`src/rtl/pixser_pkg.sv`:
```
package pixser_pkg;
   localparam int BYTE_W = 8;

   typedef enum logic [1:0] {SCL_X1, SCL_X2, SCL_X3, SCL_X4} scale_e;
   typedef enum logic [1:0] {BPP_1, BPP_2, BPP_4, BPP_4B} depth_e;

   // bits per pixel for a depth code
   function automatic logic [2:0] bpp_of(input depth_e d, input logic force_one);
      if (force_one) return 3'd1;
      case (d)
         BPP_1:   return 3'd1;
         BPP_2:   return 3'd2;
         default: return 3'd4;
      endcase
   endfunction
endpackage

```
`src/rtl/pixser_slot_ctrl.sv`:
```
module pixser_slot_ctrl
   import pixser_pkg::*;
#(
   parameter int LINE_SLOTS = 640,
   parameter int PAD3       = 16,
   parameter int ATTR_LEAD  = 8,
   parameter bit PAD_LEAD   = 1'b1
) (
   input  logic       clk,
   input  logic       rst_n,
   input  logic       line_start,
   input  logic       pix_en,
   input  logic [1:0] scale,
   input  logic       attr_en,
   output logic       blank
);
   localparam int SW = $clog2(LINE_SLOTS + 1);
   localparam logic [SW-1:0] LAST   = SW'(LINE_SLOTS);
   localparam logic [SW-1:0] PADV   = SW'(PAD3);
   localparam logic [SW-1:0] ALEADV = SW'(ATTR_LEAD);
   localparam logic [SW-1:0] TAILV  = SW'(LINE_SLOTS - PAD3);

   logic [SW-1:0] slot;
   logic [SW-1:0] lead;
   logic          triple;

   assign triple = (scale_e'(scale) == SCL_X3);

   always_ff @(posedge clk) begin
      if (!rst_n)                    slot <= LAST;
      else if (line_start)           slot <= '0;
      else if (pix_en && slot < LAST) slot <= slot + 1'b1;
   end

   generate
      if (PAD_LEAD) begin : g_pad_lead
         assign lead  = (attr_en ? ALEADV : '0) + (triple ? PADV : '0);
         assign blank = (slot < lead) || (slot >= LAST);
      end else begin : g_pad_tail
         assign lead  = attr_en ? ALEADV : '0;
         assign blank = (slot < lead) || (slot >= LAST) || (triple && slot >= TAILV);
      end
   endgenerate
endmodule

```
`src/rtl/pixser_shifter.sv`:
```
module pixser_shifter
   import pixser_pkg::*;
(
   input  logic              clk,
   input  logic              rst_n,
   input  logic              line_start,
   input  logic              adv,
   input  logic              wr,
   input  logic [BYTE_W-1:0] wdata,
   input  logic [1:0]        scale,
   input  logic [1:0]        depth,
   input  logic              force_one,
   output logic              take,
   output logic              miss,
   output logic [3:0]        pix_bits
);
   logic [BYTE_W-1:0] pend, cur, src;
   logic              pend_full;
   logic [2:0]        pidx, pix_last, bpp;
   logic [1:0]        rep;
   logic              at_start;

   assign bpp      = bpp_of(depth_e'(depth), force_one);
   assign pix_last = (bpp == 3'd1) ? 3'd7 : (bpp == 3'd2) ? 3'd3 : 3'd1;
   assign at_start = (pidx == 3'd0) && (rep == 2'd0);
   assign take     = adv && at_start && pend_full;
   assign miss     = adv && at_start && !pend_full;
   assign src      = at_start ? pend : cur;
   assign pix_bits = src[BYTE_W-1 -: 4];

   always_ff @(posedge clk) begin
      if (!rst_n) begin
         pend      <= '0;
         pend_full <= 1'b0;
         cur       <= '0;
         pidx      <= '0;
         rep       <= '0;
      end else begin
         if (wr) begin
            pend      <= wdata;
            pend_full <= 1'b1;
         end else if (take) begin
            pend_full <= 1'b0;
         end
         if (line_start) begin
            pidx <= '0;
            rep  <= '0;
         end else if (adv && !miss) begin
            if (rep == scale) begin
               rep  <= '0;
               cur  <= BYTE_W'(src << bpp);
               pidx <= (pidx == pix_last) ? 3'd0 : pidx + 3'd1;
            end else begin
               rep <= rep + 2'd1;
               cur <= src;
            end
         end
      end
   end
endmodule

```
`src/rtl/pixser_attr_buf.sv`:
```
module pixser_attr_buf
   import pixser_pkg::*;
#(
   parameter int DEPTH = 40,
   parameter int AW    = $clog2(DEPTH) + 1
) (
   input  logic              clk,
   input  logic              rst_n,
   input  logic              line_start,
   input  logic              wr_en,
   input  logic [BYTE_W-1:0] wdata,
   input  logic [AW-1:0]     raddr,
   output logic [BYTE_W-1:0] rdata
);
   localparam logic [AW-1:0] DV = AW'(DEPTH);

   logic [BYTE_W-1:0] mem [DEPTH];
   logic [AW-1:0]     widx;

   always_ff @(posedge clk) begin
      if (!rst_n)          widx <= '0;
      else if (line_start) widx <= '0;
      else if (wr_en && widx < DV) widx <= widx + 1'b1;
   end

   always_ff @(posedge clk) begin
      if (wr_en && widx < DV) mem[widx[AW-2:0]] <= wdata;
   end

   assign rdata = (raddr < DV) ? mem[raddr[AW-2:0]] : '0;
endmodule

```
`src/rtl/pix_serializer.sv`:
```
module pix_serializer
   import pixser_pkg::*;
#(
   parameter int LINE_SLOTS = 640,
   parameter int MAX_COLS   = 80,
   parameter int ATTR_COLS  = 40,
   parameter int ROW_W      = 3,
   parameter bit PAD_LEAD   = 1'b1
) (
   input  logic              clk,
   input  logic              rst_n,
   input  logic              line_start,
   input  logic              pix_en,
   input  logic [ROW_W-1:0]  row_line,
   input  logic              byte_valid,
   input  logic              byte_is_attr,
   input  logic [BYTE_W-1:0] byte_data,
   input  logic [1:0]        cfg_scale,
   input  logic [1:0]        cfg_depth,
   input  logic              cfg_attr_en,
   input  logic              cfg_attr_packed,
   output logic [3:0]        pix_out,
   output logic              underflow
);
   localparam int CW = $clog2(MAX_COLS + 1);
   localparam int AW = $clog2(ATTR_COLS) + 1;
   localparam logic [CW-1:0] CMAX = CW'(MAX_COLS);

   generate
      if (ATTR_COLS < 2 || ATTR_COLS > MAX_COLS) begin : g_bad_attr
         $error("ATTR_COLS must lie in 2..MAX_COLS");
      end
      if (LINE_SLOTS < 64) begin : g_bad_line
         $error("LINE_SLOTS too small");
      end
   endgenerate

   logic              blank, adv, take, miss, attr_wr;
   logic [3:0]        pix_bits, colour, nib;
   logic [CW-1:0]     col, col_idx;
   logic [AW-1:0]     raddr;
   logic [BYTE_W-1:0] rdata, a_cur, att;
   logic              par_cur, par;

   assign adv     = pix_en && !line_start && !blank;
   assign attr_wr = byte_valid && byte_is_attr && cfg_attr_en && (row_line == '0);

   pixser_slot_ctrl #(
      .LINE_SLOTS(LINE_SLOTS), .PAD3(16), .ATTR_LEAD(8), .PAD_LEAD(PAD_LEAD)
   ) u_slot (
      .clk(clk), .rst_n(rst_n), .line_start(line_start), .pix_en(pix_en),
      .scale(cfg_scale), .attr_en(cfg_attr_en), .blank(blank)
   );

   pixser_shifter u_shift (
      .clk(clk), .rst_n(rst_n), .line_start(line_start), .adv(adv),
      .wr(byte_valid && !byte_is_attr), .wdata(byte_data),
      .scale(cfg_scale), .depth(cfg_depth), .force_one(cfg_attr_en),
      .take(take), .miss(miss), .pix_bits(pix_bits)
   );

   pixser_attr_buf #(.DEPTH(ATTR_COLS), .AW(AW)) u_attr (
      .clk(clk), .rst_n(rst_n), .line_start(line_start), .wr_en(attr_wr),
      .wdata(byte_data), .raddr(raddr), .rdata(rdata)
   );

   // column of the byte being loaded
   always_ff @(posedge clk) begin
      if (!rst_n)                    col <= '0;
      else if (line_start)           col <= '0;
      else if (take && col < CMAX)   col <= col + 1'b1;
   end

   assign col_idx = cfg_attr_packed ? (col >> 1) : col;
   assign raddr   = AW'(col_idx);

   always_ff @(posedge clk) begin
      if (!rst_n) begin
         a_cur   <= '0;
         par_cur <= 1'b0;
      end else if (take) begin
         a_cur   <= rdata;
         par_cur <= col[0];
      end
   end

   assign att = take ? rdata  : a_cur;
   assign par = take ? col[0] : par_cur;
   assign nib = par ? att[3:0] : att[7:4];

   always_comb begin
      if (cfg_attr_en) begin
         if (cfg_attr_packed) colour = {2'b00, pix_bits[3] ? nib[3:2] : nib[1:0]};
         else                 colour = pix_bits[3] ? att[7:4] : att[3:0];
      end else begin
         case (depth_e'(cfg_depth))
            BPP_1:   colour = {3'b000, pix_bits[3]};
            BPP_2:   colour = {2'b00, pix_bits[3:2]};
            default: colour = pix_bits;
         endcase
      end
   end

   always_ff @(posedge clk) begin
      if (!rst_n) begin
         pix_out   <= '0;
         underflow <= 1'b0;
      end else begin
         pix_out   <= (adv && !miss) ? colour : 4'd0;
         underflow <= miss;
      end
   end
endmodule

```
`config.mk`:
```
export PLATFORM = sky130hd
export DESIGN_NAME = pix_serializer
export DESIGN_NICKNAME = d
export VERILOG_FILES = /design/src/rtl/pixser_pkg.sv /design/src/rtl/pixser_slot_ctrl.sv /design/src/rtl/pixser_shifter.sv /design/src/rtl/pixser_attr_buf.sv /design/src/rtl/pix_serializer.sv
export SDC_FILE = /design/constraint.sdc
export NUM_CORES = 1
export LEC_CHECK = 0
export BUFFER_PORTS_ARGS = -buffer_cell sky130_fd_sc_hd__buf_4
export CAP_MARGIN = 40
export CORE_MARGIN = 1.5
export CORE_UTILIZATION = 35
export DETAILED_ROUTE_END_ITERATION = 6
export PLACE_DENSITY_LB_ADDON = 0.25
export SLEW_MARGIN = 10
export SYNTH_ARGS = -nofsm -noshare
export SYNTH_HDL_FRONTEND = slang
export SYNTH_SLANG_ARGS = --single-unit
export TNS_END_PERCENT = 30
```
`constraint.sdc`:
```
create_clock -name clk -period 3.8 [get_ports clk]
set_clock_uncertainty 0.2 [all_clocks]
set_input_delay 0.38 -clock clk [delete_from_list [all_inputs] [get_ports clk]]
set_output_delay 0.38 -clock clk [all_outputs]
set_load 0.05 [all_outputs]
```
==> metrics.md, run 1 <==
| Metric | Value |
|---|---|
| Yosys reg bits | between 300 and 400 |
| Rel. slew slack | 47.5% |
| Clk buf depth | 3 |
| Setup crit end kind | flip-flop |
| Clock Latency Late Sink | 560 ps |
| Pwr/cell area | 436 nW/um^2 |
| CP Class | flip-flop to flip-flop |
| Max Fanout on Critical Path | 12 |
| Hold Path End | u_shift.cur[6] |
| Largest net degree at the start of global routing | between 40 and 50 |
| Initial Util | roughly 35% |
| Family with the most delay on the worst path | simple AND/OR/NAND/NOR gates |
| # rows | around 80 |
| CTS tree | yes |
| RR Startpoint | u_shift.pidx[0] |
| Slowest-stage cell, CP | nor4b_2 |
| CTS H-tree depth | 2 |
| Worst Path Required | about 4100 ps |
| Gr usage total | between 10% and 20% |
| Max_cap viols | 0 |
| Setup violators final | 0 |
| Worst reg2reg endpoint | pix_out[1] |
| Post-synthesis sequential area ratio | 62.5% |
| DR DRC count | 0 |
| Library cells used by synthesis | 72 |
| Final setup TNS | 0 ps |
| Cell taking the most area after synthesis | edfxtp_1 |
| Drt wl/cell | approximately 24 um |
| Initial DRC Count | roughly 970 |
| Hold Vio Cnt, Final | 0 |
| Yosys top cell area share | 55.6% |
| Post-synth EDFFs | 320 |
| Leakage dissipation | between 6 and 7 nW |
| Hold crit path type | input pin to flip-flop |
| DIE WIDTH | 225 um |
| RSZ-0062 raised after global routing | false |
| Final Slew Violations | 0 |
| Port Buffers | 27 |
| Most used flip-flop cell after synthesis | edfxtp_1 |
| Routed wire length | about 49 mm |
| Fin util | roughly two fifths |
| Outcome | finished, final reports clean |
| Worst VDD drop | 0.320 mV |
| Hold WS | 85.1 ps |
| Core area | approximately 50,000 sq um |
| Hold path start | cfg_depth[1] |
| DP HPWL | 32.0 mm |
| Layout cells sized above 1 | between 10% and 20% |
| Syn nets | about 1,300 |
| Global-route wire length before repair | 72.6 mm |
| Via Count | roughly 11,000 |
| Pre-antenna DRT Iters | 5 |
| CP cell instances | inv_1 > ha_1 > nand3b_1 > nor4b_2 > nand2_2 > nor2_2 > o211ai_1 > o21ai_0 > o32ai_1 > a221oi_2 |
| Die H | ~230 um |
| Mapped Avg Cell Area | 13.6 sq um |
| Vias in the first global route | 10,995 |
| Crit path time final | 3360 ps |
| Ant diodes | 0 |
| Post-Syn Area | 17,300 sq um |
| Mapped Cells | 1,268 |
| Worst-margin pin slew | 785 ps |
| Root Driver | clkbuf_16 |
| Crit-path max cell delay | about 500 ps |
| Die Area | approximately 51,000 sq um |
| Vias/cell | between 5 and 6 |
| Synth warn | 0 |
| Async set or reset register ratio after synthesis | 0% |
| Synth top area cells | edfxtp_1 (56%), mux2i_1 (10%), dfxtp_1 (6.9%), mux4_2 (3.1%), nor2_1 (1.9%) |
| Hold depth | 4 |
| Area Overhead vs Synth | 15.2% |
| Initial antenna violation count | 1 |
| GPL Wtd Cong | 0.876 |
| Flop-to-flop setup slack | roughly 440 ps |
| CP bufs+invs | 1 |
| Ports | 28 |
| Fin crit share | 88.4% |
| DRT antenna net count | 0 |
| Startpoint types | flip-flop |
| CTS Sinks | 380 |
| R2r worst-path depth | 10 |
| Total grt overflow | 0 |
| Achievable Freq | just under 300 MHz |
| Clk slew on worst S/H paths | around 60 ps |
| Critical Path AT | approximately 3600 ps |
| TritonCTS Buffers | 41 |
| Final nets | approximately 1,400 |
## registers in the layout (all words and copies together), names as in the netlist
signal and cells:
a_cur 8, col 7, par_cur 1, pix_out 4
u_attr.mem 320, u_attr.widx 7, u_shift.cur 8, u_shift.pend 8
u_shift.pend_full 1, u_shift.pidx 3, u_shift.rep 2, u_slot.slot 10
underflow 1
## final cells by class
class / instances / area [sq um]
inverters: 16 / 60.1
clock buffers: 53 / 1130
fillers: 4575 / 28900
clock inverters: 18 / 156
multi-input cells: 788 / 5940
flip-flops and latches: 380 / 10800
repair buffers: 116 / 991
well taps: 664 / 831
## what timing repair did
item / CTS / global route
endpoints found under the hold margin: 5 / 0
endpoints found under the setup margin: 0 / 2
resized for setup: 0 / 1
setup buffers: 0 / 0
hold buffers: 5 / 0
## worst register-to-register path, stage by stage, from the launching register on
cell      delay [ps]
dfxtp_1          350
inv_1             90
ha_1             180
nand3b_1         140
nor4b_2          500
nand2_2          300
nor2_2           440
o211ai_1         260
o21ai_0          360
o32ai_1          150
a221oi_2         300
## report_power, final
part | internal, mW | switching, mW
registers | 4.52 | 0.00924
clock network | 2.28 | 1.61
logic | 0.0836 | 0.187
total | 6.89 | 1.81
## kinds of logic after synthesis
logic type | share of synthesized area (%)
muxes | 14.9
AOI/OAI and AO/OA | 10.3
and+or+nand+nor | 7.70
xor gates and xnor gates | 0.861
buffers and inverters | 3.16
adders and majority gates | 0.506
DFF | 62.5
## routing by layer
layer	vias to the layer above	routed length, um	GRT usage [%]
met2	386	23400	31.7
li1	5079	-	-
met5	-	13	0
met1	5696	21400	26.7
met3	69	3110	3.85
met4	2	1190	5.59
## per-stage QoR
step           total power [mW]  area [sq um]  setup slack (ps)  cells
2_1_floorplan              4.75         17300              1070   1268
5_1_grt                    8.94         19900               151   2035
3_5_place_dp               4.89         18600               234   1959
6_report                   8.69         19900               442   2035
4_1_cts                    8.78         19900               207   2035
3_3_place_gp               4.88         18600               282   1958
## cell usage in the layout, fill, tap and decap left out, types with 5 or more instances in the layout
master         Yosys  layout
or3_1              5       5
o21ai_0           35      35
nand2_1           85      85
o22a_1             8       8
o221ai_1          15      15
xor2_1             8       8
nand2b_1          12      12
buf_12             0       8
dfxtp_1           60      58
mux4_2            24      24
dlygate4sd3_1      0       5
clkinv_1           0      10
a31oi_1            8       8
and3_1             9       9
xnor2_1            9       9
nand3_1           31      31
nand4_1            9       9
a211oi_1          11      11
a221oi_1           7       7
o22ai_1           46      46
ha_1               7       7
mux2i_1          181     181
buf_4             18     102
edfxtp_1         320     320
inv_1             16      16
nor2_1            86      85
nor3_1             7       7
a21boi_0          10      10
a22oi_1           42      42
clkbuf_16          0      43
nor2b_1           15      15
a21oi_1           29      29
clkbuf_1          30       8
and2_1            10      10
mux2_2            14      14
## synthesized netlist by cell type (11+ instances only)
cell type  instances
inv_1             16
nor2b_1           15
nor2_1            86
edfxtp_1         320
dfxtp_1           60
nand2b_1          12
buf_4             18
clkbuf_1          30
o21ai_0           35
buf_2             23
mux2_2            14
mux2i_1          181
nand3_1           31
mux4_2            24
o221ai_1          15
a21oi_1           29
o22ai_1           46
a22oi_1           42
nand2_1           85
a211oi_1          11
## worst max path at each step
stage                                from  slack, ps    endpoint  cells past startpoint
after floorplan              cfg_scale[0]       1070  pix_out[1]                      9
after global routing      u_shift.pidx[0]        150  pix_out[1]                     10
final                     u_shift.pidx[0]        440  pix_out[1]                     10
after global placement    u_shift.pidx[0]        280  pix_out[1]                     10
after CTS                 u_shift.pidx[0]        210  pix_out[1]                     10
after detailed placement  u_shift.pidx[0]        230  pix_out[1]                     10
(Power assumes the default switching activity.)
==> inputs of run 2 (changes only) <==
CORE_UTILIZATION = 63   (was 35)
==> metrics.md, run 2 (synthesized netlist as in run 1, its figures left out) <==
| Metric | Value |
|---|---|
| Outcome | finished, final reports clean |
| Global-route wire length before repair | 65.8 mm (-9.4%) |
| R2r worst-path depth | 9 (-1) |
| Max Fanout on Critical Path | 13 (+1) |
| CTS H-tree depth | 2 (unchanged) |
| Final setup TNS | 0 ps (unchanged) |
| CP cell instances | and2_1 > o21ai_1 > buf_4 > o221ai_1 > o21ai_0 > a2111oi_0 > o21ai_1 > o211ai_1 > a31oi_1 |
| Hold depth | 2 (-2) |
| CP Class | flip-flop to flip-flop |
| Vias/cell | 6.78 (+23%) |
| Die H | 169 um (-25%) |
| DR DRC count | 0 (unchanged) |
| Worst VDD drop | 0.425 mV (+33%) |
| Worst-margin pin slew | 837 ps (+52.6 ps) |
| CTS tree | yes |
| Initial antenna violation count | 1 (unchanged) |
| Clk buf depth | 3 (unchanged) |
| Root Driver | clkbuf_16 |
| Clock Latency Late Sink | 540 ps (-20 ps) |
| Ports | 28 (unchanged) |
| Final Cell Area | 19,200 sq um (-3.5%) |
| Gr usage total | 31.2% (+12 points) |
| Die Area | 28,500 sq um (-44%) |
| Clk slew on worst S/H paths | 60 ps (about the same) |
| Layout cells sized above 1 | 16.0% (-0.29 points) |
| Commonest non-fill, non-tap cell in the layout | edfxtp_1 |
| Startpoint types | flip-flop |
| Routed wire length | 43.9 mm (-11%) |
| Final Slew Violations | 0 (unchanged) |
| CTS Sinks | 380 (unchanged) |
| Commonest cells after routing, fill and taps aside | edfxtp_1 (320), mux2i_1 (181), buf_4 (101), nor2_1 (86), nand2_1 (85) |
| Fin crit share | 87.1% (-1.3 points) |
| Largest net degree at the start of global routing | 42 (-2.3%) |
| DRT antenna net count | 0 (unchanged) |
| Via Count | 11,514 (+2.5%) |
| Area Overhead vs Synth | 11.1% |
| Initial Util | 64.2% (+29 points) |
| Setup bufs post-CTS | 0 (unchanged) |
| Setup violators final | 0 (unchanged) |
| Total grt overflow | 0 (unchanged) |
| Ant diodes | 0 (unchanged) |
| Crit-path max cell delay | 670 ps (+170 ps) |
| Max_cap viols | 0 (unchanged) |
| Port Buffers | 27 (unchanged) |
| Rel. slew slack | 42.7% (-4.8 points) |
| Setup crit end kind | flip-flop |
| CP bufs+invs | 1 (unchanged) |
| Hold crit path type | input pin to flip-flop |
| Pwr/cell area | 429 nW/um^2 (-1.7%) |
| Final nets | 1,360 (-0.95%) |
| Achievable Freq | 302 MHz (+1.5%) |
| DIE WIDTH | 169 um (-25%) |
| Family with the most delay on the worst path | compound AO/OA/AOI/OAI gates |
| RSZ-0062 raised after global routing | false |
| Dpl ws | 416 ps (+181 ps) |
| Initial DRC Count | 1,410 (+46%) |
| Flop-to-flop setup slack | 490 ps (+50 ps) |
| Critical Path Most Common Cell | o21ai_1 |
| Leakage dissipation | 6.07 nW (-2.2%) |
| Drt wl/cell | 25.8 um (+7.0%) |
| Hold Vio Cnt, Final | 0 (unchanged) |
| Hold WS | 16.5 ps (-68.5 ps) |
| Flip-flop count of the largest register after layout | 320 (unchanged) |
| DP HPWL | 28.5 mm (-11%) |
| DP Area | 18,100 sq um (-2.8%) |
| Critical Path AT | 3500 ps (-110 ps) |
| GPL Wtd Cong | 0.954 (+8.9%) |
| TritonCTS Buffers | 38 (-7.3%) |
| Core area | 27,000 sq um (-45%) |
| Vias in the first global route | 11,090 (+0.86%) |
| Pre-antenna DRT Iters | 5 (unchanged) |
| Setup WS post-layout | 491 ps (+49.2 ps) |
| # rows | 60 (-26%) |
| Slowest-stage cell, CP | a2111oi_0 |
| Worst Path Required | 3990 ps (-70 ps) |
| Crit path time final | 3310 ps (-49.2 ps) |
| Fin util | 71.3% (+31 points) |
| WP depth | 9 (-1) |
## run 2: power by group
part / internal [mW] / total (mW) / switching [mW] / leakage (nW)
sequential: 4.52 / 4.53 / 0.00857 / 3.36
combinational: 0.0788 / 0.257 / 0.178 / 2.15
clock: 1.92 / 3.46 / 1.54 / 0.564
total: 6.52 / 8.24 / 1.72 / 6.07
## run 2: final timing paths
| path | end | startpoint |
|---|---|---|
| worst max-delay path | pix_out[0] | col[2] |
| worst max register to register | pix_out[0] | col[2] |
| worst min-delay path | u_slot.slot[9] | rst_n |
| worst min register to register | u_attr.widx[6] | u_attr.widx[6] |
## run 2: repair_timing
| action | CTS | global route |
|---|---|---|
| hold buffers | 1 | 0 |
| hold endpoints to repair | 2 | 0 |
| gates resized for setup | 0 | 0 |
## run 2: cell type report
class,instances,area (sq um)
Timing Repair Buffer,106,843
Clock inverter,21,146
Fill cell,1777,7730
Tap cell,341,427
Sequential cell,380,10800
Inverter,16,60.1
Clock buffer,47,985
Multi-Input combinational cell,788,5940
## run 2: through the flow
stage,instances,power [mW]
2_1_floorplan,1268,4.75
3_3_place_gp,1629,4.86
3_5_place_dp,1630,4.87
4_1_cts,1699,8.27
5_1_grt,1699,8.46
6_report,1699,8.24
## run 2: routing by layer
| layer | global-route usage (%) | part of all wire [%] |
|---|---|---|
| met5 | 0 | 0 |
| met1 | 42.6 | 39 |
| met2 | 50.1 | 47 |
| met4 | 11.7 | 3.8 |
| met3 | 6.31 | 10 |
==> inputs of run 3 (changes only) <==
CORE_ASPECT_RATIO = 0.9   (was default)
CORE_UTILIZATION = 60   (was 63)
==> metrics.md, run 3 (synthesized netlist as in run 1, its figures left out) <==
| Metric | Value |
|---|---|
| Setup crit end kind | flip-flop |
| Max Fanout on Critical Path | 12 (-1) |
| CTS H-tree depth | 2 (unchanged) |
| Clk slew on worst S/H paths | 60 ps (about the same) |
| Hold Vio Cnt, Final | 0 (unchanged) |
| DR DRC count | 0 (unchanged) |
| Port Buffers | 27 (unchanged) |
| Crit path time final | 3390 ps (+82.2 ps) |
| Pwr/cell area | 449 nW/um^2 (+4.6%) |
| RSZ-0062 raised after global routing | false |
| Crit-path max cell delay | 530 ps (-140 ps) |
| Family with the most delay on the worst path | simple AND/OR/NAND/NOR gates |
| Vias/cell | 6.78 (about the same) |
| Max_cap viols | 0 (unchanged) |
| Via Count | 11,767 (+2.2%) |
| Setup violators final | 0 (unchanged) |
| Hold crit path type | input pin to flip-flop |
| # rows | 58 (-3.3%) |
| Leakage dissipation | 6.25 nW (+2.9%) |
| Final nets | 1,377 (+1.3%) |
| Rel. slew slack | 46.5% (+3.7 points) |
| Total grt overflow | 0 (unchanged) |
| Startpoint types | flip-flop |
| Initial DRC Count | 1,506 (+6.8%) |
| Pre-antenna DRT Iters | 5 (unchanged) |
| Commonest non-fill, non-tap cell in the layout | edfxtp_1 |
| Finished Layout Cells | 1,736 (+2.2%) |
| Layout cells sized above 1 | 17.4% (+1.4 points) |
| Sequential Area | 10,800 sq um (unchanged) |
| Length of routed met2 wiring | 20.8 mm (+0.46%) |
| Routed wire length | 45.8 mm (+4.3%) |
| Fin crit share | 89.2% (+2.2 points) |
| Die H | 164 um (-2.7%) |
| Hold WS | 20.9 ps (+4.40 ps) |
| Worst-margin pin slew | 781 ps (-56.5 ps) |
| WL met3 | 5.12 mm (+17%) |
| Ports | 28 (unchanged) |
| CTS Sinks | 380 (unchanged) |
| Ant diodes | 0 (unchanged) |
| CP bufs+invs | 1 (unchanged) |
| Gr usage total | 31.2% (-0.039 points) |
| Achievable Freq | 295 MHz (-2.4%) |
| DP HPWL | 29.5 mm (+3.6%) |
| Initial antenna violation count | 0 (-1) |
| Commonest cells after routing, fill and taps aside | edfxtp_1 (320), mux2i_1 (181), buf_4 (116), nor2_1 (86), nand2_1 (85) |
| Die Area | 29,900 sq um (+4.9%) |
| Final setup TNS | 0 ps (unchanged) |
| Multi-input gate area | 5940 sq um (unchanged) |
| Core area | 28,200 sq um (+4.5%) |
| Worst VDD drop | 0.487 mV (+15%) |
| Inst Count DP | 1,665 (+2.1%) |
| GPL Wtd Cong | 0.892 (-6.5%) |
| Flip-flop count of the largest register after layout | 320 (unchanged) |
| Top Layer Used | met4 |
| # resized after CTS | 0 (unchanged) |
| CP Class | flip-flop to flip-flop |
| Drt wl/cell | 26.4 um (+2.1%) |
| DIE WIDTH | 182 um (+7.9%) |
| Critical Path AT | 3620 ps (+120 ps) |
| Largest net degree at the start of global routing | 43 (+2.4%) |
| CP cell instances | inv_1 > ha_1 > nand3b_1 > nor4b_2 > nand2_2 > nor2_1 > o211ai_1 > o21ai_0 > o32ai_1 > a221oi_2 |
| DRT antenna net count | 0 (unchanged) |
| TritonCTS Buffers | 39 (+2.6%) |
| Vias in the first global route | 11,443 (+3.2%) |
| Global-route wire length before repair | 68.8 mm (+4.5%) |
| Filler Cell Count | 1,889 (+6.3%) |
| Outcome | finished, final reports clean |
| Root Driver | clkbuf_16 |
| Final Slew Violations | 0 (unchanged) |
| DRT met1 WL | 18.2 mm (+6.1%) |
| Area Overhead vs Synth | 13.1% |
| Clock Latency Late Sink | 540 ps (about the same) |
| Slowest-stage cell, CP | nor2_1 |
| Initial Util | 61.4% (-2.7 points) |
| Worst Path Required | 4020 ps (+30 ps) |
| CTS tree | yes |
| Clk buf depth | 3 (unchanged) |
run 3: cell count changes in the layout (fill, tap and decap cells not counted), sizes merged:
cell / delta
clkinvlp: +2
clkinv: -3
buf: +16
bufinv: +6
clkbuf: -3
run 3: metal layers:
metal / vias to the layer above / global-route usage [%]
li1: 5091 / -
met1: 5829 / 43.6
met2: 718 / 48.9
met3: 129 / 5.85
met4: 0 / 12.2
met5: - / 0
run 3: through the flow:
stage | cell area, sq um | setup WS [ps] | util, % | total power [mW]
floorplan | 17300 | 1070 | - | 4.75
global route | 19600 | 217 | 69.5 | 8.98
CTS | 19600 | 461 | 69.5 | 8.78
finish | 19600 | 409 | 69.5 | 8.78
global placement | 18200 | 573 | 64.8 | 4.86
detailed placement | 18200 | 481 | 64.8 | 4.87
run 3: layout make-up:
cell class / count / area share (%)
sequential: 380 / 55.3
multi-input combinational: 788 / 30.3
clock buffer: 44 / 5.08
timing repair buffer: 122 / 5.01
tap: 360 / 2.30
clock inverter: 26 / 1.67
inverter: 16 / 0.307
run 3: worst register-to-register path, stage by stage (launching register included):
cell	delay [ps]
dfxtp_1	350
inv_1	70
ha_1	160
nand3b_1	150
nor4b_2	460
nand2_2	280
nor2_1	540
o211ai_1	260
o21ai_0	360
o32ai_1	150
a221oi_2	320
run 3: what timing repair did:
| action | in CTS | in global routing |
|---|---|---|
| setup endpoints to repair | 0 | 0 |
| buffers inserted | 0 | 0 |
| hold endpoints to repair | 2 | 0 |
| hold buffers | 1 | 0 |
run 3: final timing paths:
check	start	to	slack, ps	cells after the start
max reg2reg	u_shift.pidx[0]	pix_out[1]	410	10
min reg2reg	u_attr.widx[6]	u_attr.widx[6]	250	2
min	rst_n	u_slot.slot[9]	20	2
max	u_shift.pidx[0]	pix_out[1]	410	10
run 3: report_power, final:
group | internal (mW) | leakage [nW] | total, mW | switching (mW)
logic | 0.0801 | 2.24 | 0.255 | 0.175
clock network | 2.37 | 0.645 | 4.00 | 1.62
registers | 4.52 | 3.36 | 4.53 | 0.00991
